[config.mk]
export PLATFORM = sky130hd
export DESIGN_NAME = tmu_top
export DESIGN_NICKNAME = d
export VERILOG_FILES = /design/src/rtl/tmu_pkg.sv /design/src/rtl/tmu_counter.sv /design/src/rtl/tmu_match_chan.sv /design/src/rtl/tmu_wdog.sv /design/src/rtl/tmu_regif.sv /design/src/rtl/tmu_top.sv
export SDC_FILE = /design/constraint.sdc
export NUM_CORES = 1
export LEC_CHECK = 0
export ABC_AREA = 1
export BUFFER_PORTS_ARGS = -buffer_cell sky130_fd_sc_hd__buf_4
export CELL_PAD_IN_SITES_DETAIL_PLACEMENT = 1
export CELL_PAD_IN_SITES_GLOBAL_PLACEMENT = 2
export CORE_UTILIZATION = 30
export DETAILED_ROUTE_END_ITERATION = 16
export PLACE_DENSITY = 0.79
export SLEW_MARGIN = 20
export SYNTH_ARGS = -nofsm -noshare
export SYNTH_HDL_FRONTEND = slang
export SYNTH_SLANG_ARGS = --single-unit
export TNS_END_PERCENT = 20
[constraint.sdc]
create_clock -name clk -period 2.5 [get_ports clk]
set_input_delay 0 -clock clk [delete_from_list [all_inputs] [get_ports clk]]
set_output_delay 0 -clock clk [all_outputs]
set_load 0.05 [all_outputs]
[src/rtl/tmu_pkg.sv]
package tmu_pkg;

    typedef enum logic [1:0] {
        WD_IDLE  = 2'd0,
        WD_ARMED = 2'd1,
        WD_FIRE  = 2'd2
    } wd_state_e;

    // Word index of each register group, relative to the channel count
    function automatic int unsigned cnt_word(input int unsigned n_ch);
        return n_ch;
    endfunction

    function automatic int unsigned stat_word(input int unsigned n_ch);
        return n_ch + 1;
    endfunction

    function automatic int unsigned wd_word(input int unsigned n_ch);
        return n_ch + 2;
    endfunction

    function automatic int unsigned ie_word(input int unsigned n_ch);
        return n_ch + 3;
    endfunction

endpackage

[src/rtl/tmu_counter.sv]
module tmu_counter #(
    parameter int DW = 32
) (
    input  logic          clk,
    input  logic          rst_n,
    input  logic          tick_i,
    input  logic          ld_i,
    input  logic [DW-1:0] ld_val_i,
    output logic [DW-1:0] cnt_o,
    output logic [DW-1:0] cnt_nxt_o,
    output logic          adv_o
);

    logic [DW-1:0] cnt_q;

    assign cnt_nxt_o = cnt_q + {{(DW-1){1'b0}}, 1'b1};
    assign adv_o     = tick_i & ~ld_i;
    assign cnt_o     = cnt_q;

    always_ff @(posedge clk or negedge rst_n) begin
        if (!rst_n) begin
            cnt_q <= '0;
        end else if (ld_i) begin
            cnt_q <= ld_val_i;
        end else if (tick_i) begin
            cnt_q <= cnt_nxt_o;
        end
    end

endmodule

[src/rtl/tmu_match_chan.sv]
module tmu_match_chan #(
    parameter int DW = 32
) (
    input  logic          clk,
    input  logic          rst_n,
    input  logic          wr_i,
    input  logic [DW-1:0] wdata_i,
    input  logic          clr_i,
    input  logic          en_i,
    input  logic          adv_i,
    input  logic [DW-1:0] cnt_nxt_i,
    output logic [DW-1:0] match_o,
    output logic          hit_o,
    output logic          set_o,
    output logic          status_o
);

    logic [DW-1:0] match_q;
    logic          status_q;

    // A hit is a tick that steps the count onto the match value
    assign hit_o = adv_i & (cnt_nxt_i == match_q);
    assign set_o = hit_o & en_i;

    always_ff @(posedge clk or negedge rst_n) begin
        if (!rst_n) begin
            match_q <= '0;
        end else if (wr_i) begin
            match_q <= wdata_i;
        end
    end

    // A fresh event outranks a clear in the same cycle
    always_ff @(posedge clk or negedge rst_n) begin
        if (!rst_n) begin
            status_q <= 1'b0;
        end else if (set_o) begin
            status_q <= 1'b1;
        end else if (clr_i) begin
            status_q <= 1'b0;
        end
    end

    assign match_o  = match_q;
    assign status_o = status_q;

endmodule

[src/rtl/tmu_wdog.sv]
module tmu_wdog
    import tmu_pkg::*;
(
    input  logic clk,
    input  logic rst_n,
    input  logic wr_i,
    input  logic arm_bit_i,
    input  logic hit_i,
    output logic armed_o,
    output logic rst_req_o
);

    wd_state_e state_q, state_d;

    always_ff @(posedge clk or negedge rst_n) begin
        if (!rst_n) begin
            state_q <= WD_IDLE;
        end else begin
            state_q <= state_d;
        end
    end

    always_comb begin
        state_d = state_q;
        unique case (state_q)
            WD_IDLE: begin
                if (wr_i && arm_bit_i) state_d = WD_ARMED;
            end
            WD_ARMED: begin
                if (hit_i)                  state_d = WD_FIRE;
                else if (wr_i && !arm_bit_i) state_d = WD_IDLE;
            end
            WD_FIRE: begin
                if (wr_i && arm_bit_i) state_d = WD_ARMED;
                else                   state_d = WD_IDLE;
            end
            default: state_d = WD_IDLE;
        endcase
    end

    always_comb begin
        armed_o   = 1'b0;
        rst_req_o = 1'b0;
        unique case (state_q)
            WD_IDLE:  ;
            WD_ARMED: armed_o   = 1'b1;
            WD_FIRE:  rst_req_o = 1'b1;
            default:  ;
        endcase
    end

endmodule

[src/rtl/tmu_regif.sv]
module tmu_regif
    import tmu_pkg::*;
#(
    parameter int N_CH   = 4,
    parameter int DW     = 32,
    parameter int ADDR_W = 8
) (
    input  logic                     sel_i,
    input  logic                     wr_i,
    input  logic [ADDR_W-1:0]        addr_i,
    input  logic [N_CH-1:0][DW-1:0]  match_i,
    input  logic [DW-1:0]            cnt_i,
    input  logic [N_CH-1:0]          status_i,
    input  logic                     armed_i,
    input  logic [N_CH-1:0]          ie_i,
    output logic [N_CH-1:0]          wr_match_o,
    output logic                     wr_cnt_o,
    output logic                     wr_stat_o,
    output logic                     wr_wd_o,
    output logic                     wr_ie_o,
    output logic [DW-1:0]            rdata_o
);

    localparam int IDX_W = ADDR_W - 2;
    localparam logic [IDX_W-1:0] IDX_CNT  = IDX_W'(cnt_word(N_CH));
    localparam logic [IDX_W-1:0] IDX_STAT = IDX_W'(stat_word(N_CH));
    localparam logic [IDX_W-1:0] IDX_WD   = IDX_W'(wd_word(N_CH));
    localparam logic [IDX_W-1:0] IDX_IE   = IDX_W'(ie_word(N_CH));

    logic [IDX_W-1:0] idx;
    logic             aligned;
    logic             we;

    assign idx     = addr_i[ADDR_W-1:2];
    assign aligned = (addr_i[1:0] == 2'b00);
    assign we      = sel_i & wr_i & aligned;

    for (genvar g = 0; g < N_CH; g++) begin : g_wsel
        assign wr_match_o[g] = we & (idx == IDX_W'(g));
    end

    assign wr_cnt_o  = we & (idx == IDX_CNT);
    assign wr_stat_o = we & (idx == IDX_STAT);
    assign wr_wd_o   = we & (idx == IDX_WD);
    assign wr_ie_o   = we & (idx == IDX_IE);

    always_comb begin
        rdata_o = '0;
        if (aligned) begin
            for (int i = 0; i < N_CH; i++) begin
                if (idx == IDX_W'(i)) rdata_o = match_i[i];
            end
            if (idx == IDX_CNT)  rdata_o = cnt_i;
            if (idx == IDX_STAT) rdata_o = {{(DW-N_CH){1'b0}}, status_i};
            if (idx == IDX_WD)   rdata_o = {{(DW-1){1'b0}}, armed_i};
            if (idx == IDX_IE)   rdata_o = {{(DW-N_CH){1'b0}}, ie_i};
        end
    end

endmodule

[src/rtl/tmu_top.sv]
module tmu_top
    import tmu_pkg::*;
#(
    parameter int N_CH   = 4,
    parameter int DW     = 32,
    parameter int ADDR_W = 8
) (
    input  logic              clk,
    input  logic              rst_n,
    input  logic              tick_i,
    input  logic              bus_sel_i,
    input  logic              bus_wr_i,
    input  logic [ADDR_W-1:0] bus_addr_i,
    input  logic [DW-1:0]     bus_wdata_i,
    output logic [DW-1:0]     bus_rdata_o,
    output logic [N_CH-1:0]   irq_o,
    output logic              rst_req_o
);

    localparam int WD_CH = N_CH - 1;

    logic [N_CH-1:0][DW-1:0] match_vals;
    logic [N_CH-1:0]         wr_match;
    logic [N_CH-1:0]         hit_vec;
    logic [N_CH-1:0]         set_vec;
    logic [N_CH-1:0]         stat_vec;
    logic [N_CH-1:0]         ie_q;
    logic [DW-1:0]           cnt_q;
    logic [DW-1:0]           cnt_nxt;
    logic                    cnt_adv;
    logic                    cnt_wr;
    logic                    stat_wr;
    logic                    wd_wr;
    logic                    ie_wr;
    logic                    wd_armed;

    tmu_regif #(
        .N_CH   (N_CH),
        .DW     (DW),
        .ADDR_W (ADDR_W)
    ) u_regif (
        .sel_i      (bus_sel_i),
        .wr_i       (bus_wr_i),
        .addr_i     (bus_addr_i),
        .match_i    (match_vals),
        .cnt_i      (cnt_q),
        .status_i   (stat_vec),
        .armed_i    (wd_armed),
        .ie_i       (ie_q),
        .wr_match_o (wr_match),
        .wr_cnt_o   (cnt_wr),
        .wr_stat_o  (stat_wr),
        .wr_wd_o    (wd_wr),
        .wr_ie_o    (ie_wr),
        .rdata_o    (bus_rdata_o)
    );

    tmu_counter #(
        .DW (DW)
    ) u_cnt (
        .clk       (clk),
        .rst_n     (rst_n),
        .tick_i    (tick_i),
        .ld_i      (cnt_wr),
        .ld_val_i  (bus_wdata_i),
        .cnt_o     (cnt_q),
        .cnt_nxt_o (cnt_nxt),
        .adv_o     (cnt_adv)
    );

    for (genvar g = 0; g < N_CH; g++) begin : g_ch
        tmu_match_chan #(
            .DW (DW)
        ) u_ch (
            .clk       (clk),
            .rst_n     (rst_n),
            .wr_i      (wr_match[g]),
            .wdata_i   (bus_wdata_i),
            .clr_i     (stat_wr & bus_wdata_i[g]),
            .en_i      (ie_q[g]),
            .adv_i     (cnt_adv),
            .cnt_nxt_i (cnt_nxt),
            .match_o   (match_vals[g]),
            .hit_o     (hit_vec[g]),
            .set_o     (set_vec[g]),
            .status_o  (stat_vec[g])
        );
    end

    always_ff @(posedge clk or negedge rst_n) begin
        if (!rst_n) begin
            ie_q <= '0;
        end else if (ie_wr) begin
            ie_q <= bus_wdata_i[N_CH-1:0];
        end
    end

    tmu_wdog u_wdog (
        .clk       (clk),
        .rst_n     (rst_n),
        .wr_i      (wd_wr),
        .arm_bit_i (bus_wdata_i[0]),
        .hit_i     (hit_vec[WD_CH]),
        .armed_o   (wd_armed),
        .rst_req_o (rst_req_o)
    );

    assign irq_o = stat_vec;

endmodule

### Word-level counts from Yosys, hierarchy flattened

Index checks and enable logic that the tools add are counted.

| word-level totals | value |
|---|---|
| bits in registers | 170 |
| bits of input ports | 45 |
| output and inout port bits | 37 |
| word-level logic and storage cells | 89 |

| operators by class | value |
|---|---|
| add/subtract/negate cells | 1 |
| equal/unequal tests | 15 |
| multiplexer cells | 26 |
| bitwise operators | 24 |
| reductions and logical operators | 12 |

Operator list:

| cell | number |
|---|---|
| 2-to-1 mux 32 bit | 11 |
| == test 32 bit | 4 |
| adder 32 x 1 -> 32 bit (second input constant) | 1 |
| == test 6 x 3 -> 1 bit (second input constant) | 4 |
| bitwise AND 1 bit | 23 |
| == test 6 x 2 -> 1 bit (second input constant) | 2 |
| 2-to-1 mux 1 bit | 11 |
| nonzero test 2 bit | 5 |
| == test 6 x 1 -> 1 bit (second input constant) | 1 |
| logical NOT 6 bit | 1 |
| 2-to-1 mux 2 bit | 3 |
| case mux 2 bit (3 select lines) | 1 |
| logical NOT 2 bit | 2 |
| != test 3 x 2 -> 1 bit (second input constant) | 1 |
| == test 2 x 1 -> 1 bit (second input constant) | 1 |
| == test 2 bit (second input constant) | 1 |
| logical AND 1 bit | 2 |
| != test 2 x 1 -> 1 bit (second input constant) | 1 |
| AND reduction 2 bit | 1 |
| logical NOT 1 bit | 1 |
| NOT 1 bit | 1 |

### Longest topological paths before layout

Gate-level depths: netlist of the first run.

| depth | value |
|---|---|
| word-level depth | 10 |
| mapped depth | 17 |
| depth with buffers taken out | 17 |

### Hierarchy

A second synthesis of the first run with hierarchy kept.

| second synthesis, totals | value |
|---|---|
| cell total of the unflattened synthesis | 1881 |
| area, all modules | 12107.9 um^2 |

Modules (own cells, without submodules):

| module | instances | cells an instance | area each (um^2) | seq. area each (um^2) |
|---|---|---|---|---|
| tmu_match_chan | 4 | 311 | 2018.2 | 825.8 |
| tmu_counter | 1 | 343 | 2386.0 | 800.8 |
| tmu_regif | 1 | 256 | 1372.6 | 0.0 |
| tmu_top | 1 | 25 | 178.9 | 100.1 |
| tmu_wdog | 1 | 13 | 97.6 | 50.0 |

### Worst setup path after synthesis of the first run

Ideal clock, no wire load.

| timing | value |
|---|---|
| path type | input port to output port |
| from | input bus_addr_i[6] |
| to | output bus_rdata_o[27] |
| data arrival time | 2.314 ns |
| required time | 2.500 ns |
| slack | 0.186 ns |
| stages on the path | 8 |
| buffers on the path | 1 |
| cell sequence | inv_1 > nand2_1 > nor2_1 > nand2_1 > inv_2 > clkbuf_1 > a21oi_1 > a221oi_1 |

| on the way | value |
|---|---|
| longest elaborated chain between the ends | 10 |
| elaborated cells on any way between the ends | 17 |
| classes of those cells | 7 x eq/ne; 9 x mux; 1 x reduce/logical |

Ends and longest elaborated chain:

| what | RTL line | text |
|---|---|---|
| start, declared | tmu_top.sv:13 | `input logic [ADDR_W-1:0] bus_addr_i,` |
| logical NOT 6 bit | tmu_regif.sv:51 | `if (idx == IDX_W'(i)) rdata_o = match_i[i];` |
| 2-to-1 mux 32 bit (4 in a row) | tmu_regif.sv:51 |  |
| 2-to-1 mux 32 bit | tmu_regif.sv:53 | `if (idx == IDX_CNT) rdata_o = cnt_i;` |
| 2-to-1 mux 32 bit | tmu_regif.sv:54 | `if (idx == IDX_STAT) rdata_o = {{(DW-N_CH){1'b0}}, status_i};` |
| 2-to-1 mux 32 bit | tmu_regif.sv:55 | `if (idx == IDX_WD) rdata_o = {{(DW-1){1'b0}}, armed_i};` |
| 2-to-1 mux 32 bit (*) | tmu_regif.sv:56 | `if (idx == IDX_IE) rdata_o = {{(DW-N_CH){1'b0}}, ie_i};` |
| 2-to-1 mux 32 bit (*) | tmu_regif.sv:49 | `if (aligned) begin` |
| end, declared | tmu_top.sv:15 | `output logic [DW-1:0] bus_rdata_o,` |

Every way passes the cells marked *; elsewhere a longest branch is shown, timed or not.

### Final worst setup path of the first run

| timing | value |
|---|---|
| from | register u_cnt.cnt_q[1], in the netlist u_cnt.cnt_o[1] |
| to | register g_ch[3].u_ch.status_q |

| on the way | value |
|---|---|
| longest elaborated chain between the ends | 5 |
| elaborated cells on any way between the ends | 6 |
| classes of those cells | 1 x add/sub; 1 x eq/ne; 1 x mux; 2 x bitwise; 1 x reduce/logical |

Ends and longest elaborated chain:

| what | RTL line | text |
|---|---|---|
| start, declared | tmu_counter.sv:14 | `logic [DW-1:0] cnt_q;` |
| start signal, assigned | tmu_counter.sv:24 | `cnt_q <= ld_val_i;` |
| start signal, assigned | tmu_counter.sv:26 | `cnt_q <= cnt_nxt_o;` |
| adder 32 x 1 -> 32 bit (*) | tmu_counter.sv:16 | `assign cnt_nxt_o = cnt_q + {{(DW-1){1'b0}}, 1'b1};` |
| == test 32 bit (*) | tmu_match_chan.sv:22 | `assign hit_o = adv_i & (cnt_nxt_i == match_q);` |
| bitwise AND 1 bit (*) | tmu_match_chan.sv:22 |  |
| bitwise AND 1 bit (*) | tmu_match_chan.sv:23 | `assign set_o = hit_o & en_i;` |
| 2-to-1 mux 1 bit or nonzero test 2 bit (tied branches) | n/a |  |
| end signal, assigned | tmu_match_chan.sv:36 | `status_q <= 1'b0;` |
| end signal, assigned | tmu_match_chan.sv:38 | `status_q <= 1'b1;` |
| end signal, assigned | tmu_match_chan.sv:40 | `status_q <= 1'b0;` |
| end, declared | tmu_match_chan.sv:19 | `logic status_q;` |

Marked as above.
A chain may end at the register's enable or synchronous reset.

==> results of run 1 <==
==> worst min-delay path, stage by stage <==
cell and delay, ns:
buf_4 0.11, nor2_2 0.17, nand2_1 0.11, o221ai_1 0.10
==> power groups by stage <==
stage	sequential, W	combinational (W)	clock, W
5_1_grt	0.00316	0.00269	0.00292
6_report	0.00314	0.00245	0.00277
4_1_cts	0.00313	0.00236	0.00283
3_5_place_dp	0.00317	0.00228	0
2_1_floorplan	0.00311	0.00132	0
3_3_place_gp	0.00317	0.00225	0
==> layer usage <==
| layer | vias to the layer above | track usage (%) | part of all wire (%) |
|---|---|---|---|
| li1 | 5816 | - | - |
| met1 | 6104 | 37.8 | 47 |
| met2 | 346 | 44.0 | 46 |
| met3 | 66 | 3.66 | 4.9 |
| met4 | 2 | 8.87 | 2.5 |
| met5 | - | 0 | 0.026 |
==> flip-flops by register name, indices dropped and copies added (netlist names) <==
signal	flops
u_wdog.state_q	2
g_ch.u_ch.status_o	4
ie_q	4
u_cnt.cnt_o	32
g_ch.u_ch.match_o	128
==> cell usage in the layout (no fill, tap or decap), types with 17 or more instances in the layout <==
| cell type | instances |
|---|---|
| nor2_2 | 23 |
| xor2_1 | 27 |
| inv_1 | 184 |
| o221ai_1 | 40 |
| nor2_1 | 126 |
| clkbuf_16 | 17 |
| nand3_1 | 84 |
| a21oi_1 | 43 |
| dlygate4sd3_1 | 34 |
| buf_4 | 182 |
| o21ai_0 | 210 |
| dfrtp_1 | 167 |
| nand2_1 | 555 |
| nand2_2 | 37 |
| a221oi_1 | 24 |
==> metrics by stage <==
stage / total power (W) / utilization [%] / setup TNS, ns
after floorplan: 0.00443 / - / 0
after global placement: 0.00542 / 35.4 / -0.0455
after detailed placement: 0.00545 / 35.4 / -0.198
after CTS: 0.00831 / 38.1 / 0
after global routing: 0.00877 / 38.7 / -0.388
final: 0.00836 / 38.7 / 0
==> cells by family (layout without fill, tap and decap cells) <==
| logic type | count (synthesis) | after routing |
|---|---|---|
| xor+xnor | 31 | 31 |
| buf+inv | 248 | 447 |
| fa+ha+maj | 1 | 1 |
| simple gates | 873 | 873 |
| flops | 170 | 170 |
| compound gates | 349 | 349 |
==> path summary, 6_finish.rpt <==
kind	slack, ns	end	cells after the start	start
worst min register to register	0.49	g_ch[0].u_ch.match_o[21]	2	g_ch[0].u_ch.match_o[21]
min in group asynchronous	0.09	u_cnt.cnt_o[4]	2	rst_n
max in group asynchronous	1.61	g_ch[2].u_ch.match_o[23]	3	rst_n
worst min-delay path	0.07	u_cnt.cnt_o[4]	4	tick_i
worst max-delay path	0.06	g_ch[3].u_ch.status_o	15	u_cnt.cnt_o[1]
worst max register to register	0.06	g_ch[3].u_ch.status_o	15	u_cnt.cnt_o[1]
==> cell type report <==
type / instances / area [µm²]
Timing Repair Buffer: 225 / 1880
Clock inverter: 10 / 120
Clock buffer: 21 / 460
Multi-Input combinational cell: 1254 / 6170
Fill cell: 4690 / 22500
Tap cell: 468 / 586
Sequential cell: 170 / 4260
Inverter: 191 / 719
==> repair_timing <==
item                       4_1_cts  5_1_grt
hold endpoints to repair       215        0
setup buffers                    6        8
resized for setup                4       41
setup endpoints to repair        4        6
pin swaps                        4       12
hold buffers                    34        0
==> synthesized netlist by cell type, types with 4 or more instances <==
cell type / number / share of area [%]
nand2_4: 4 / 0.40
dfrtp_1: 170 / 38
nand2_2: 20 / 1.1
buf_2: 5 / 0.22
nand3_1: 88 / 3.9
nor2_2: 5 / 0.28
a221oi_1: 24 / 1.9
o21ai_0: 210 / 9.4
o21ai_1: 4 / 0.18
a21boi_0: 4 / 0.27
o211ai_1: 10 / 0.67
clkbuf_1: 48 / 1.6
o221ai_1: 40 / 3.1
nor2_1: 145 / 4.9
nand4_1: 8 / 0.45
nor2_4: 8 / 0.80
nand3b_1: 11 / 0.74
inv_1: 184 / 6.2
a21oi_1: 43 / 1.9
nand2_1: 574 / 19
o22ai_1: 4 / 0.22
buf_4: 4 / 0.27
xor2_1: 27 / 2.1
==> impl_metrics.prom, run 1 <==
# TYPE chip_impl_metric gauge
chip_impl_metric{name="design.core.area",unit="µm²"} 36700
chip_impl_metric{name="top_fanout_value_on_the_critical_path",unit=""} 5
chip_impl_metric{name="cp_slowest_stage_delay",unit="ns"} 0.41
chip_impl_metric{name="synth_area_in_simple_gates",unit="%"} 32.6
chip_impl_metric{name="grt_antenna_before_repair",unit=""} 1
chip_impl_metric{name="p_per_area",unit="nW/µm²"} 589
chip_impl_metric{name="maximum_number_of_pins_on_one_net_before_global_route_repair",unit=""} 65
chip_impl_metric{name="viasPerCell",unit=""} 5.27
chip_impl_metric{name="syn_to_final_growth",unit="%"} 26.5
chip_impl_info{name="crit_path_capture_type",value="register"} 1
chip_impl_metric{name="synthArstFlopShare",unit="%"} 100
chip_impl_metric{name="die_width",unit="µm"} 195
chip_impl_metric{name="post_route_cells_drive_above_1_share",unit="%"} 16.8
chip_impl_metric{name="finalSetupViolCount",unit=""} 0
chip_impl_metric{name="synth_xor_area_share",unit="%"} 2.61
chip_impl_metric{name="vdd.ir_drop.worst",unit="µV"} 469
chip_impl_metric{name="pwr-share-comb",unit="%"} 29.3
chip_impl_metric{name="critical_path_buf_inv_count",unit=""} 3
chip_impl_info{name="yosys_most_used_dff",value="dfrtp_1"} 1
chip_impl_metric{name="synthesis.area_per_instance",unit="µm²"} 6.71
chip_impl_metric{name="post_synth_adder_cell_area",unit="%"} 0.112
chip_impl_metric{name="die_h",unit="µm"} 195
chip_impl_metric{name="row_count",unit=""} 70
chip_impl_metric{name="final_wl",unit="mm"} 50.9
chip_impl_metric{name="drtPass1Iterations",unit=""} 7
chip_impl_metric{name="maxCapViolations",unit=""} 0
chip_impl_info{name="clock_tree.root_cell",value="clkbuf_16"} 1
chip_impl_metric{name="final_critical_path_setup_slack",unit="ns"} 0.0581
chip_impl_metric{name="muxShareOfSynthArea",unit="%"} 0
chip_impl_metric{name="floorplan.io_pins",unit=""} 82
chip_impl_metric{name="portBuffers",unit=""} 81
chip_impl_metric{name="ys_seq_area_share",unit="%"} 37.9
chip_impl_metric{name="synth_enable_flop_cells",unit=""} 0
chip_impl_metric{name="clk_slew_on_worst_s_h_paths",unit="ns"} 0.08
chip_impl_metric{name="place_hpwl",unit="mm"} 38.6
chip_impl_metric{name="initial_utilization",unit="%"} 30.6
chip_impl_metric{name="detailroute.via_count",unit=""} 12300
chip_impl_metric{name="period_share",unit="%"} 97.7
chip_impl_metric{name="grt_remaining_overflow",unit=""} 0
chip_impl_metric{name="cp.arrival",unit="ns"} 2.84
chip_impl_info{name="critical_path.top_delay_family",value="simple AND/OR/NAND/NOR gates"} 1
chip_impl_info{name="path_cells",value="buf_4 -> nand2_2 -> nor2_4 -> nand2_2 -> nor2_4 -> buf_12 -> nand2_1 -> nand2_1 -> nand2_2 -> buf_4 -> xnor2_2 -> nand2_1 -> nor2_4 -> nand4_1 -> nand2_1"} 1
chip_impl_metric{name="die_area",unit="µm²"} 38200
chip_impl_metric{name="synth.distinct_cells",unit=""} 42
chip_impl_metric{name="pleak",unit="nW"} 6.54
chip_impl_info{name="rsz0062_at_grt",value="yes"} 1
chip_impl_metric{name="min_period",unit="ns"} 2.44
chip_impl_metric{name="syn-cell-area",unit="µm²"} 11200
chip_impl_metric{name="yosys_warnings",unit=""} 0
chip_impl_info{name="path_class",value="register to register"} 1
chip_impl_info{name="crit_top_cell",value="nand2_1"} 1
chip_impl_metric{name="clk_latency",unit="ns"} 0.47
chip_impl_metric{name="tightestPinTransition",unit="ns"} 0.940
chip_impl_metric{name="worst_hold_slack",unit="ns"} 0.0664
chip_impl_metric{name="post-place-cells",unit=""} 2260
chip_impl_metric{name="cts_buffers",unit=""} 17
chip_impl_metric{name="fmaxAchievable",unit="MHz"} 410
chip_impl_metric{name="clockBufferDepth",unit=""} 2
chip_impl_metric{name="place.gp.congestion",unit=""} 0.929
chip_impl_metric{name="final_antenna_net_count",unit=""} 0
chip_impl_info{name="status",value="finished clean"} 1
chip_impl_metric{name="num_antenna_cells",unit=""} 0
chip_impl_info{name="timing.hold.worst.class",value="primary input to register"} 1
chip_impl_metric{name="required",unit="ns"} 2.89
chip_impl_metric{name="pre_cts_ws",unit="ns"} -0.100
chip_impl_metric{name="max-slew-margin-rel",unit="%"} 37.3
chip_impl_info{name="critical_path.startpoint_type",value="register"} 1
chip_impl_metric{name="first_global_vias",unit=""} 12400
chip_impl_metric{name="stdcell_area",unit="µm²"} 14200
chip_impl_metric{name="initialDrtViolationCount",unit=""} 807
chip_impl_metric{name="seq_power_share",unit="%"} 37.5
chip_impl_info{name="tritoncts",value="built"} 1
chip_impl_info{name="synth_top_family_by_area",value="simple AND/OR/NAND/NOR gates"} 1
chip_impl_metric{name="power.internal",unit="W"} 0.00528
chip_impl_metric{name="ys_ff_latch",unit=""} 170
chip_impl_metric{name="clock_power_share",unit="%"} 33.2
chip_impl_info{name="crit_slowest_cell",value="dfrtp_1"} 1
chip_impl_metric{name="instances_no_fill",unit=""} 2339
chip_impl_metric{name="synth_compound_gate_area_share",unit="%"} 18.3
chip_impl_metric{name="post-route-drc-count",unit=""} 0
chip_impl_metric{name="detailed_place.area",unit="µm²"} 13000
chip_impl_metric{name="syn_nets",unit=""} 1718
chip_impl_metric{name="power_switching",unit="W"} 0.00308
chip_impl_metric{name="gr-usage-all-layers",unit="%"} 27.4
chip_impl_metric{name="cts_htree_levels",unit=""} 4
chip_impl_metric{name="clock_skew",unit="ns"} 0.0160
chip_impl_metric{name="drt-wirelength-per-cell",unit="µm"} 21.8
chip_impl_metric{name="finish.net_count",unit=""} 1905
chip_impl_metric{name="number_of_hold_slack_violations_in_the_final_timing_report",unit=""} 0
chip_impl_metric{name="first_pass_grt_wire_length",unit="mm"} 77.9
chip_impl_metric{name="final-max-slew-violation-count",unit=""} 0
chip_impl_metric{name="clock_sinks",unit=""} 170
chip_impl_metric{name="swShare",unit="%"} 36.8
chip_impl_metric{name="postSynthCellCount",unit=""} 1672
Note: power is estimated with default switching activity, not from simulation.
==> run 2, diff against run 1 <==
Settings changed: CORE_UTILIZATION 30 to 34, PLACE_DENSITY 0.79 to 0.87.
==> run 2 against run 1 <==
Net effect:
- non-clock buffer count rose by 5
- clock-buffer cell count rose by 1
- sequential cell count did not move
- register-to-register slack got worse by 0.02 ns
- die area fell by 12%
- critical endpoint is now g_ch[1].u_ch.status_o
- largest cell class unchanged
==> impl_metrics.prom, run 2 (synthesis results as in run 1) <==
# TYPE chip_impl_metric gauge
chip_impl_metric{name="finish.net_count",unit=""} 1910
chip_impl_info{name="clock_tree.root_cell",value="clkbuf_16"} 1
chip_impl_metric{name="number_of_hold_slack_violations_in_the_final_timing_report",unit=""} 0
chip_impl_metric{name="cp.arrival",unit="ns"} 2.86
chip_impl_metric{name="stdcell_area",unit="µm²"} 14400
chip_impl_metric{name="final_antenna_net_count",unit=""} 0
chip_impl_metric{name="cts_htree_levels",unit=""} 4
chip_impl_metric{name="instances_no_fill",unit=""} 2319
chip_impl_metric{name="min_period",unit="ns"} 2.47
chip_impl_metric{name="seq_power_share",unit="%"} 35.6
chip_impl_metric{name="clock_skew",unit="ns"} 0.00593
chip_impl_metric{name="final-max-slew-violation-count",unit=""} 0
chip_impl_metric{name="syn_to_final_growth",unit="%"} 28.1
chip_impl_metric{name="fmaxAchievable",unit="MHz"} 406
chip_impl_metric{name="clk_latency",unit="ns"} 0.46
chip_impl_metric{name="power.internal",unit="W"} 0.00549
chip_impl_info{name="critical_path.startpoint_type",value="register"} 1
chip_impl_metric{name="critical_path_buf_inv_count",unit=""} 2
chip_impl_metric{name="place.gp.congestion",unit=""} 0.947
chip_impl_metric{name="drt-wirelength-per-cell",unit="µm"} 22.1
chip_impl_metric{name="initialDrtViolationCount",unit=""} 894
chip_impl_info{name="status",value="finished clean"} 1
chip_impl_metric{name="initial_utilization",unit="%"} 34.5
chip_impl_metric{name="clock_sinks",unit=""} 170
chip_impl_metric{name="row_count",unit=""} 66
chip_impl_info{name="crit_path_capture_type",value="register"} 1
chip_impl_metric{name="fin_total_pwr",unit="W"} 0.00868
chip_impl_metric{name="first_global_vias",unit=""} 12800
chip_impl_metric{name="final.fill_count",unit=""} 4224
chip_impl_metric{name="top_fanout_value_on_the_critical_path",unit=""} 6
chip_impl_metric{name="drtPass1Iterations",unit=""} 5
chip_impl_info{name="path_class",value="register to register"} 1
chip_impl_metric{name="finalSetupViolCount",unit=""} 0
chip_impl_metric{name="final_wl",unit="mm"} 51.2
chip_impl_metric{name="tightestPinTransition",unit="ns"} 0.751
chip_impl_metric{name="gr-usage-all-layers",unit="%"} 31.4
chip_impl_metric{name="num_antenna_cells",unit=""} 0
chip_impl_metric{name="die_width",unit="µm"} 184
chip_impl_metric{name="vdd.ir_drop.worst",unit="µV"} 524
chip_impl_metric{name="cp_slowest_stage_delay",unit="ns"} 0.42
chip_impl_metric{name="maxCapViolations",unit=""} 0
chip_impl_metric{name="maximum_number_of_pins_on_one_net_before_global_route_repair",unit=""} 66
chip_impl_metric{name="portBuffers",unit=""} 81
chip_impl_metric{name="detailroute.via_count",unit=""} 12500
chip_impl_info{name="timing.hold.worst.class",value="primary input to register"} 1
chip_impl_metric{name="first_pass_grt_wire_length",unit="mm"} 78.3
chip_impl_metric{name="post-route-drc-count",unit=""} 0
chip_impl_info{name="mostFrequentLayoutCells",value="546 x nand2_1, 207 x o21ai_0, 184 x buf_4"} 1
chip_impl_metric{name="post_route_cells_drive_above_1_share",unit="%"} 18.1
chip_impl_metric{name="floorplan.io_pins",unit=""} 82
chip_impl_metric{name="pleak",unit="nW"} 6.63
chip_impl_metric{name="grt_antenna_before_repair",unit=""} 2
chip_impl_metric{name="die_h",unit="µm"} 184
chip_impl_metric{name="utilization_after_layout",unit="%"} 44.2
chip_impl_metric{name="swShare",unit="%"} 36.7
chip_impl_info{name="crit_top_cell",value="nand3_1"} 1
chip_impl_metric{name="clockBufferDepth",unit=""} 2
chip_impl_metric{name="max-slew-margin-rel",unit="%"} 49.9
chip_impl_info{name="layout_commonest_cell",value="nand2_1"} 1
chip_impl_info{name="critical_path.top_delay_family",value="simple AND/OR/NAND/NOR gates"} 1
chip_impl_info{name="path_cells",value="buf_4 -> nand2_2 -> nor2_4 -> nand2_4 -> nor2_4 -> buf_12 -> nand3_1 -> nand2_4 -> xor2_1 -> nand3_1 -> nor2_1 -> nand3_1 -> nand2_1"} 1
chip_impl_metric{name="clock_power_share",unit="%"} 33.6
chip_impl_metric{name="post-place-cells",unit=""} 2248
chip_impl_metric{name="cts_buffers",unit=""} 17
chip_impl_metric{name="place_hpwl",unit="mm"} 38.4
chip_impl_metric{name="viasPerCell",unit=""} 5.41
chip_impl_metric{name="largest_register_ff_count",unit=""} 128
chip_impl_metric{name="detailed_place.area",unit="µm²"} 13100
chip_impl_metric{name="clk_slew_on_worst_s_h_paths",unit="ns"} 0.07
chip_impl_metric{name="period_share",unit="%"} 98.6
chip_impl_metric{name="design.core.area",unit="µm²"} 32500
chip_impl_info{name="rsz0062_at_grt",value="yes"} 1
chip_impl_metric{name="grt_remaining_overflow",unit=""} 0
chip_impl_metric{name="die_area",unit="µm²"} 33700
chip_impl_metric{name="worst_hold_slack",unit="ns"} 0.0782
chip_impl_metric{name="p_per_area",unit="nW/µm²"} 604
chip_impl_metric{name="power_switching",unit="W"} 0.00319
chip_impl_metric{name="required",unit="ns"} 2.90
chip_impl_metric{name="pwr-share-comb",unit="%"} 30.8
chip_impl_info{name="crit_slowest_cell",value="dfrtp_1"} 1
chip_impl_info{name="tritoncts",value="built"} 1
run 2: cell types whose count changed in the layout (fill, tap and decap cells not counted), moves of 4 or more:
cell / previous run / this run
nor2_4: 9 / 14
nand2_1: 555 / 546
nand2_4: 6 / 11
nand2_2: 37 / 41
run 2: stage by stage:
stage / setup WS, ns / TNS (ns)
final: 0.0339 / 0
after global routing: -0.0240 / -0.0780
after CTS: 0.00222 / 0
after detailed placement: -0.135 / -0.372
after global placement: -0.0638 / -0.152
after floorplan: 0.186 / 0
run 2: per-layer routing:
metal	up-vias	wire [µm]	track usage (%)
met5	-	0	0
met1	6244	23100	41.5
met4	0	1330	9.90
li1	5831	-	-
met3	74	2470	4.24
met2	389	24300	52.7
run 2: final timing paths:
path / to / slack [ns] / start / depth (start not counted)
min in group asynchronous: g_ch[1].u_ch.match_o[4] / 0.12 / rst_n / 2
hold / removal: g_ch[3].u_ch.status_o / 0.08 / bus_addr_i[3] / 5
setup reg to reg: g_ch[1].u_ch.status_o / 0.03 / u_cnt.cnt_o[1] / 13
max in group asynchronous: u_cnt.cnt_o[20] / 1.55 / rst_n / 3
setup / recovery: g_ch[1].u_ch.status_o / 0.03 / u_cnt.cnt_o[1] / 13
hold reg to reg: g_ch[1].u_ch.match_o[4] / 0.49 / g_ch[1].u_ch.match_o[4] / 2
run 2: layout make-up:
class	count	area (µm²)	share of cell area, %
clock buffers	22	474	3.30
inverters	191	724	5.04
multi-input cells	1254	6280	43.7
flip-flops and latches	170	4260	29.6
repair buffers	230	1940	13.5
well taps	442	553	3.85
clock inverters	10	141	0.984
run 2: worst register-to-register path, stage by stage, from the launching register on:
cell and delay [ns]:
dfrtp_1 0.42, buf_4 0.15, nand2_2 0.06, nor2_4 0.23, nand2_4 0.10, nor2_4 0.16
buf_12 0.13, nand3_1 0.18, nand2_4 0.16, xor2_1 0.29, nand3_1 0.12, nor2_1 0.20
nand3_1 0.13, nand2_1 0.08
run 2: what timing repair did:
action	in CTS	in global routing
buffers inserted	4	1
gates resized for setup	13	70
endpoints found under the hold margin	217	0
pin swaps	2	31
endpoints found under the setup margin	4	6
hold buffers	34	0
run 2: power by group through the flow:
stage	Sequential (W)	Clock (W)	Combinational, W
floorplan	0.00311	0	0.00132
detailed placement	0.00313	0	0.00241
global placement	0.00312	0	0.00236
CTS	0.00308	0.00295	0.00251
finish	0.00309	0.00292	0.00267
global route	0.00311	0.00306	0.00290
